<file path="src/rtl/fu_issue_pkg.sv">
package fu_issue_pkg;

    typedef enum logic [1:0] {
        UNIT_INT  = 2'd0,
        UNIT_FADD = 2'd1,
        UNIT_FMUL = 2'd2,
        UNIT_FDIV = 2'd3
    } unit_e;

    localparam int NUM_UNITS = 4;
    localparam int UNIT_W    = 2;

endpackage

</file>
<file path="src/rtl/fu_result_pad.sv">
// Fixed-depth delay line that pads pipelined results to the common
// write-back stage. One entry enters and one leaves every cycle.
module fu_result_pad #(
    parameter int DEPTH = 3,
    parameter int TAG_W = 4
) (
    input  logic             clk,
    input  logic             rst,
    input  logic             in_valid,
    input  logic [TAG_W-1:0] in_tag,
    output logic             out_valid,
    output logic [TAG_W-1:0] out_tag
);

    typedef struct packed {
        logic [DEPTH-1:0]            vld;
        logic [DEPTH-1:0][TAG_W-1:0] tag;
    } pad_state_t;

    pad_state_t state_d, state_q;

    always_comb begin
        state_d        = state_q;
        state_d.vld[0] = in_valid;
        state_d.tag[0] = in_tag;
        for (int s = 1; s < DEPTH; s++) begin
            state_d.vld[s] = state_q.vld[s-1];
            state_d.tag[s] = state_q.tag[s-1];
        end
    end

    always_ff @(posedge clk) begin
        if (rst) begin
            state_q <= '0;
        end else begin
            state_q <= state_d;
        end
    end

    assign out_valid = state_q.vld[DEPTH-1];
    assign out_tag   = state_q.tag[DEPTH-1];

endmodule

</file>
<file path="src/rtl/fu_div_tracker.sv">
// Occupancy tracker for the unpipelined divider: captures the tag at
// acceptance and counts the remaining cycles to its write-back.
module fu_div_tracker #(
    parameter int DIV_LAT = 8,
    parameter int TAG_W   = 4,
    parameter int CNT_W   = $clog2(DIV_LAT + 1)
) (
    input  logic             clk,
    input  logic             rst,
    input  logic             start,
    input  logic [TAG_W-1:0] start_tag,
    output logic [CNT_W-1:0] remain,
    output logic             done,
    output logic [TAG_W-1:0] done_tag
);

    localparam logic [CNT_W-1:0] LOAD_VAL = CNT_W'(DIV_LAT);
    localparam logic [CNT_W-1:0] ONE      = CNT_W'(1);

    typedef struct packed {
        logic [CNT_W-1:0] cnt;
        logic [TAG_W-1:0] tag;
    } div_state_t;

    div_state_t state_d, state_q;

    always_comb begin
        state_d = state_q;
        if (start) begin
            state_d.cnt = LOAD_VAL;
            state_d.tag = start_tag;
        end else if (state_q.cnt != '0) begin
            state_d.cnt = state_q.cnt - ONE;
        end
    end

    always_ff @(posedge clk) begin
        if (rst) begin
            state_q <= '0;
        end else begin
            state_q <= state_d;
        end
    end

    assign remain   = state_q.cnt;
    assign done     = (state_q.cnt == ONE);
    assign done_tag = state_q.tag;

endmodule

</file>
<file path="src/rtl/fu_issue_arb.sv">
// Combinational issue decision: structural hazard on the divider,
// write-back slot collision and optional in-order completion hold.
module fu_issue_arb
    import fu_issue_pkg::*;
#(
    parameter int PIPE_LAT   = 3,
    parameter int CNT_W      = 4,
    parameter bit ORDERED_WB = 1'b0
) (
    input  logic                 in_valid,
    input  logic [UNIT_W-1:0]    in_unit,
    input  logic [CNT_W-1:0]     div_remain,
    output logic                 stall,
    output logic [NUM_UNITS-1:0] issue_strb
);

    localparam logic [CNT_W-1:0] LAT_C   = CNT_W'(PIPE_LAT);
    localparam logic [CNT_W-1:0] CLASH_C = CNT_W'(PIPE_LAT + 1);

    logic is_div;
    logic div_busy;
    logic slot_clash;
    logic order_hold;
    logic hazard;

    assign is_div     = (unit_e'(in_unit) == UNIT_FDIV);
    assign div_busy   = (div_remain != '0);
    assign slot_clash = (div_remain == CLASH_C);

    generate
        if (ORDERED_WB) begin : g_ordered
            assign order_hold = (div_remain > LAT_C);
        end else begin : g_pass
            assign order_hold = 1'b0;
        end
    endgenerate

    always_comb begin
        hazard = is_div ? div_busy : (slot_clash | order_hold);
        stall  = in_valid & hazard;
    end

    generate
        for (genvar u = 0; u < NUM_UNITS; u++) begin : g_strb
            assign issue_strb[u] = in_valid & ~hazard & (in_unit == UNIT_W'(u));
        end
    endgenerate

endmodule

</file>
<file path="src/rtl/fu_issue_ctrl.sv">
module fu_issue_ctrl
    import fu_issue_pkg::*;
#(
    parameter int PIPE_LAT   = 3,
    parameter int DIV_LAT    = 8,
    parameter int TAG_W      = 4,
    parameter bit ORDERED_WB = 1'b0
) (
    input  logic                 clk,
    input  logic                 rst,
    input  logic                 in_valid,
    input  logic [1:0]           in_unit,
    input  logic [TAG_W-1:0]     in_tag,
    output logic [3:0]           issue_strb,
    output logic                 stall,
    output logic                 wb_valid,
    output logic [TAG_W-1:0]     wb_tag
);

    localparam int CNT_W = $clog2(DIV_LAT + 1);

    logic [CNT_W-1:0] div_remain;
    logic             div_done;
    logic [TAG_W-1:0] div_tag;
    logic             pad_valid;
    logic [TAG_W-1:0] pad_tag;
    logic             pipe_issue;

    fu_issue_arb #(
        .PIPE_LAT   (PIPE_LAT),
        .CNT_W      (CNT_W),
        .ORDERED_WB (ORDERED_WB)
    ) arb_i (
        .in_valid   (in_valid),
        .in_unit    (in_unit),
        .div_remain (div_remain),
        .stall      (stall),
        .issue_strb (issue_strb)
    );

    assign pipe_issue = issue_strb[UNIT_INT] | issue_strb[UNIT_FADD] | issue_strb[UNIT_FMUL];

    fu_result_pad #(
        .DEPTH (PIPE_LAT),
        .TAG_W (TAG_W)
    ) pad_i (
        .clk       (clk),
        .rst       (rst),
        .in_valid  (pipe_issue),
        .in_tag    (in_tag),
        .out_valid (pad_valid),
        .out_tag   (pad_tag)
    );

    fu_div_tracker #(
        .DIV_LAT (DIV_LAT),
        .TAG_W   (TAG_W),
        .CNT_W   (CNT_W)
    ) div_i (
        .clk       (clk),
        .rst       (rst),
        .start     (issue_strb[UNIT_FDIV]),
        .start_tag (in_tag),
        .remain    (div_remain),
        .done      (div_done),
        .done_tag  (div_tag)
    );

    always_comb begin
        wb_valid = div_done | pad_valid;
        wb_tag   = div_done ? div_tag : pad_tag;
    end

endmodule

</file>
<file path="config.mk">
export PLATFORM = sky130hd
export DESIGN_NAME = fu_issue_ctrl
export DESIGN_NICKNAME = d
export VERILOG_FILES = /design/src/rtl/fu_issue_pkg.sv /design/src/rtl/fu_result_pad.sv /design/src/rtl/fu_div_tracker.sv /design/src/rtl/fu_issue_arb.sv /design/src/rtl/fu_issue_ctrl.sv
export SDC_FILE = /design/constraint.sdc
export NUM_CORES = 1
export LEC_CHECK = 0
export BUFFER_PORTS_ARGS = -buffer_cell sky130_fd_sc_hd__clkbuf_2
export CORE_MARGIN = 5
export CORE_UTILIZATION = 55
export DETAILED_ROUTE_END_ITERATION = 10
export PLACE_DENSITY = 0.8
export SLEW_MARGIN = 20
export SYNTH_ARGS = -nofsm -noshare
export SYNTH_HDL_FRONTEND = slang
export SYNTH_HIERARCHICAL = 1
export SYNTH_SLANG_ARGS = --single-unit
export TNS_END_PERCENT = 1
</file>
<file path="constraint.sdc">
create_clock -name clk -period 3.32 [get_ports clk]
set_input_delay 0.332 -clock clk [delete_from_list [all_inputs] [get_ports clk]]
set_output_delay 0.332 -clock clk [all_outputs]
set_load 0.01 [all_outputs]
</file>
Word level (Yosys, flattened, before mapping)
Index checks and enable logic that the tools add are counted.
{"block": "op_classes", "bitwise_logic": 10, "n_lt_le_gt_ge": 0, "n_eq_ne": 5, "shift": 0, "n_addsub": 1, "n_div": 0, "muxes": 4, "mul": 0, "n_reduce_logical": 4}
{"operator": "$mux W4", "count": 3}
{"operator": "$and A1 B1 Y1", "count": 6}
{"operator": "$eq A2 B2 Y1 const B", "count": 2}
{"operator": "$eq A4 B1 Y1 const B", "count": 1}
{"operator": "$eq A4 B3 Y1 const B", "count": 1}
{"operator": "$reduce_bool A4 Y1", "count": 1}
{"operator": "$sub A4 B1 Y4 const B", "count": 1}
{"operator": "$or A1 B1 Y1", "count": 3}
{"operator": "$eq A2 B1 Y1 const B", "count": 1}
{"operator": "$logic_not A2 Y1", "count": 1}
{"operator": "$reduce_bool A2 Y1", "count": 1}
{"operator": "$reduce_or A2 Y1", "count": 1}
{"operator": "$mux W1", "count": 1}
{"operator": "$not A1 Y1", "count": 1}
{"block": "word_totals", "ramBits": 0, "rom_bits": 0, "inputBits": 9, "latchBits": 0, "n_memories": 0, "regBits": 23, "output_inout_bits": 10, "word_cells": 31}

Depth between registers and ports, before layout
{"block": "logic_depth", "depth_word": 7, "mapped_depth": 5}

By module
Netlist, hierarchy kept.
{"mod": "fu_result_pad", "cells_per_inst": 31, "area_per_inst_um2": 432.9, "instances": 1}
{"mod": "fu_div_tracker", "cells_per_inst": 36, "area_per_inst_um2": 370.4, "instances": 1}
{"mod": "fu_issue_arb", "cells_per_inst": 9, "area_per_inst_um2": 81.3, "instances": 1}
{"mod": "fu_issue_ctrl", "cells_per_inst": 6, "area_per_inst_um2": 57.6, "instances": 1}

Worst setup path before layout
No wires, ideal clock.
{"block": "synth_timing", "kind": "register to output", "start": "register div_i.state_q, in the netlist div_i/remain[1]", "end": "output port wb_tag[0]", "n_path_buf": 0, "stages_incl_launch_ff": 5, "arrival_ns": 1.427, "setup_slack_ns": 1.561, "path_cell_list": "dfxtp_1 > inv_1 > ha_1 > nor3b_1 > mux2_2"}
{"block": "synth_between", "elab_chain_len": 2}
{"item": "start, declared", "line": "fu_div_tracker.sv:25", "source": "div_state_t state_d, state_q;"}
{"item": "start signal, assigned", "line": "fu_div_tracker.sv:41", "source": "state_q <= state_d;"}
{"item": "$eq A4 B1 Y1", "line": "fu_div_tracker.sv:46", "source": "assign done = (state_q.cnt == ONE);"}
{"item": "net div_done", "line": "fu_issue_ctrl.sv:23", "source": "logic div_done;"}
{"item": "$mux W4", "line": "fu_issue_ctrl.sv:71", "source": "wb_tag = div_done ? div_tag : pad_tag;"}
{"item": "end, declared", "line": "fu_issue_ctrl.sv:17", "source": "output logic [TAG_W-1:0] wb_tag"}
The timed path passes the listed nets, and every way through them passes these cells.

Worst setup path after layout
{"block": "layout_timing", "start": "register div_i.state_q, in the netlist div_i/remain[1]", "end": "output port wb_tag[1]"}
The elaborated chain is that of the path after synthesis.

==> flow_summary.json <==
{
  "fin_util_pct": 64.0,
  "diodes": 0,
  "ys_seq_area_share_pct": 48.9,
  "ys_seq_elements": 23,
  "cts_resized": 0,
  "final_area_sq_um": 1070,
  "hpwl_mm": 1.08,
  "final_nets": 115,
  "yosysWarningCount": 6,
  "synth_cell_types": 28,
  "hold_path_class": "input port to flop",
  "dr.pass1.iters": 3,
  "synthMuxAreaShare_pct": 9.03,
  "grt_usage_pct": 13.9,
  "clock_sinks": 23,
  "rsz0062_at_grt": "no",
  "clk_pin_slew_ns": 0.13,
  "critPathKind": "flop to output port",
  "drt_iter0_drc": 4,
  "synth_fa_ha_area_share_pct": 3.98,
  "synth_top_family_by_area": "simple AND/OR/NAND/NOR gates",
  "die_x_microns": 51.4,
  "drive_gt1_share_pct": 41.2,
  "clock.fmax_mhz": 414,
  "htreeDepth": 1,
  "cts_tree": "built",
  "power_density_nw_per_um2": 681,
  "avgSynthCellArea_sq_um": 11.5,
  "crit_fanout": 5,
  "std_cell_rows": 15,
  "synthXorXnorAreaFrac_pct": 1.86,
  "drtAntennaViolNets": 0,
  "grt_overflow": 0,
  "crit_path_end_kind": "output port",
  "cts_root_buffer": "clkbuf_4",
  "port_buffers": 18,
  "ioPinCount": 19,
  "routed_wl_mm": 1.51,
  "coreArea_sq_um": 1670,
  "grt_pass1_wl_mm": 2.62,
  "clk-insertion-delay-late_ns": 0.32,
  "setup_tns_ns": 0,
  "via_per_inst": 5.33,
  "drv_slew": 0,
  "cts_max_path_buffers": 2,
  "die-area_sq_um": 2640,
  "postCtsHoldBufs": 0,
  "slew_headroom_pct": 54.8,
  "placed_area_sq_um": 1040,
  "dp_cells": 115,
  "nFillCells": 137,
  "timing.final.crit_share_pct": 72.8,
  "syn_to_final_growth_pct": 13.4,
  "worstPathRequired_ns": 2.99,
  "synth_compound_gate_area_share_pct": 4.25,
  "chipHeight_microns": 51.4,
  "synth-simple-area-share_pct": 29.1,
  "max-vdd-ir-drop_mv": 0.326,
  "syn-instance-count": 82,
  "via_count": 634,
  "synth.cell_area_sq_um": 942,
  "grt_pass1_vias": 601,
  "drcViolationCount": 0,
  "initial_core_util_pct": 56.4,
  "fin_worst_skew_ns": 0.0100,
  "cap_violations": 0,
  "wl_per_cell_microns": 12.7,
  "final_cell_mix": "dfxtp_1, clkbuf_2, nor2b_2, nor2_1",
  "finalWeightedCongestion": 0.791,
  "tightest_slew_ns": 0.677,
  "syn_nets": 94,
  "instances_no_fill": 119,
  "layout_commonest_cell": "dfxtp_1",
  "p_leak_nw": 0.467,
  "fin_crit_ns": 2.42,
  "post_cts_buffers": 0,
  "status": "complete, no violations",
  "setup_violations": 0,
  "cts-buffers-inserted": 3,
  "grt_antenna_before_repair": 0,
  "grt_max_degree": 24,
  "cp.arrival_ns": 2.08,
  "finalHoldViolations": 0,
  "critPathLaunchType": "flop"
}
-- where the power goes --
part	internal (mW)	switching, mW	leakage [nW]
Sequential	0.310	0.0450	0.189
Clock	0.0451	0.0836	0.0177
Combinational	0.129	0.115	0.260
-- sequential cells by signal (all words and copies together), names as in the netlist --
register         flops
div_i/done_tag       4
div_i/remain         4
pad_i/out_tag        4
pad_i/out_valid      1
pad_i/state_d       10
-- stage by stage --
stage	setup slack (ns)	hold WS, ns	power (mW)
after floorplan	1.56	0.411	0.552
after global placement	1.29	0.416	0.600
after detailed placement	1.23	0.423	0.608
after CTS	0.850	0.216	0.739
after global routing	0.768	0.231	0.782
final	0.904	0.229	0.727
-- synth_stat cells --
library cell | count | area share, %
dfxtp_1 | 23 | 49
nor2b_2 | 7 | 6.5
nor2_1 | 6 | 2.4
mux2_2 | 4 | 4.8
mux2i_1 | 4 | 4.2
nor2b_1 | 4 | 2.7
nor3_1 | 4 | 2.1
and2b_2 | 3 | 2.8
ha_1 | 3 | 4.0
and2b_1 | 2 | 1.6
inv_1 | 2 | 0.80
nor4b_2 | 2 | 3.2
or3_1 | 2 | 1.3
xnor2_1 | 2 | 1.9
a2111oi_2 | 1 | 1.6
a211oi_1 | 1 | 0.80
buf_1 | 1 | 0.40
buf_2 | 1 | 0.53
buf_6 | 1 | 1.2
nand2_1 | 1 | 0.40
nor3b_1 | 1 | 0.80
nor3b_4 | 1 | 2.0
nor4_1 | 1 | 0.66
nor4b_1 | 1 | 0.93
nor4bb_1 | 1 | 1.1
o21a_1 | 1 | 0.80
o311a_1 | 1 | 1.1
or2_2 | 1 | 0.66
-- worst max-delay path, stage by stage, from the launching register on --
cell      delay [ns]
dfxtp_1         0.37
inv_1           0.13
ha_1            0.16
nor3b_1         0.57
mux2_2          0.41
clkbuf_2        0.13
-- metal layers --
layer	track usage (%)	share of wire [%]	routed length (microns)	vias up
li1	-	-	-	324
met1	15.8	46	692	296
met2	21.4	47	703	9
met3	5.25	4.0	60	5
met4	9.17	3.4	52	0
met5	0	0	0	-
-- final timing paths --
check	depth (start not counted)	from	slack [ns]	endpoint
max	5	div_i/remain[1]	0.90	wb_tag[1]
min	2	in_tag[1]	0.23	pad_i/state_d[5]
max reg2reg	4	div_i/remain[2]	1.57	pad_i/state_d[13]
min reg2reg	1	pad_i/state_d[10]	0.45	pad_i/out_tag[2]
-- layout make-up --
cell class / instances / area (sq um) / share of cell area [%]
sequential: 23 / 460 / 43.1
clock inverter: 1 / 5.00 / 0.468
clock buffer: 3 / 22.5 / 2.11
multi-input combinational: 54 / 454 / 42.5
timing repair buffer: 19 / 97.6 / 9.13
inverter: 2 / 7.51 / 0.703
tap: 17 / 21.3 / 1.99
-- cell families after synthesis --
group | after synthesis
xor gates and xnor gates | 2
adders and majority gates | 3
muxes | 8
and+or+nand+nor | 37
AOI/OAI and AO/OA | 4
DFF | 23
buffers and inverters | 5
No activity file was read; power rests on OpenSTA's default activity.
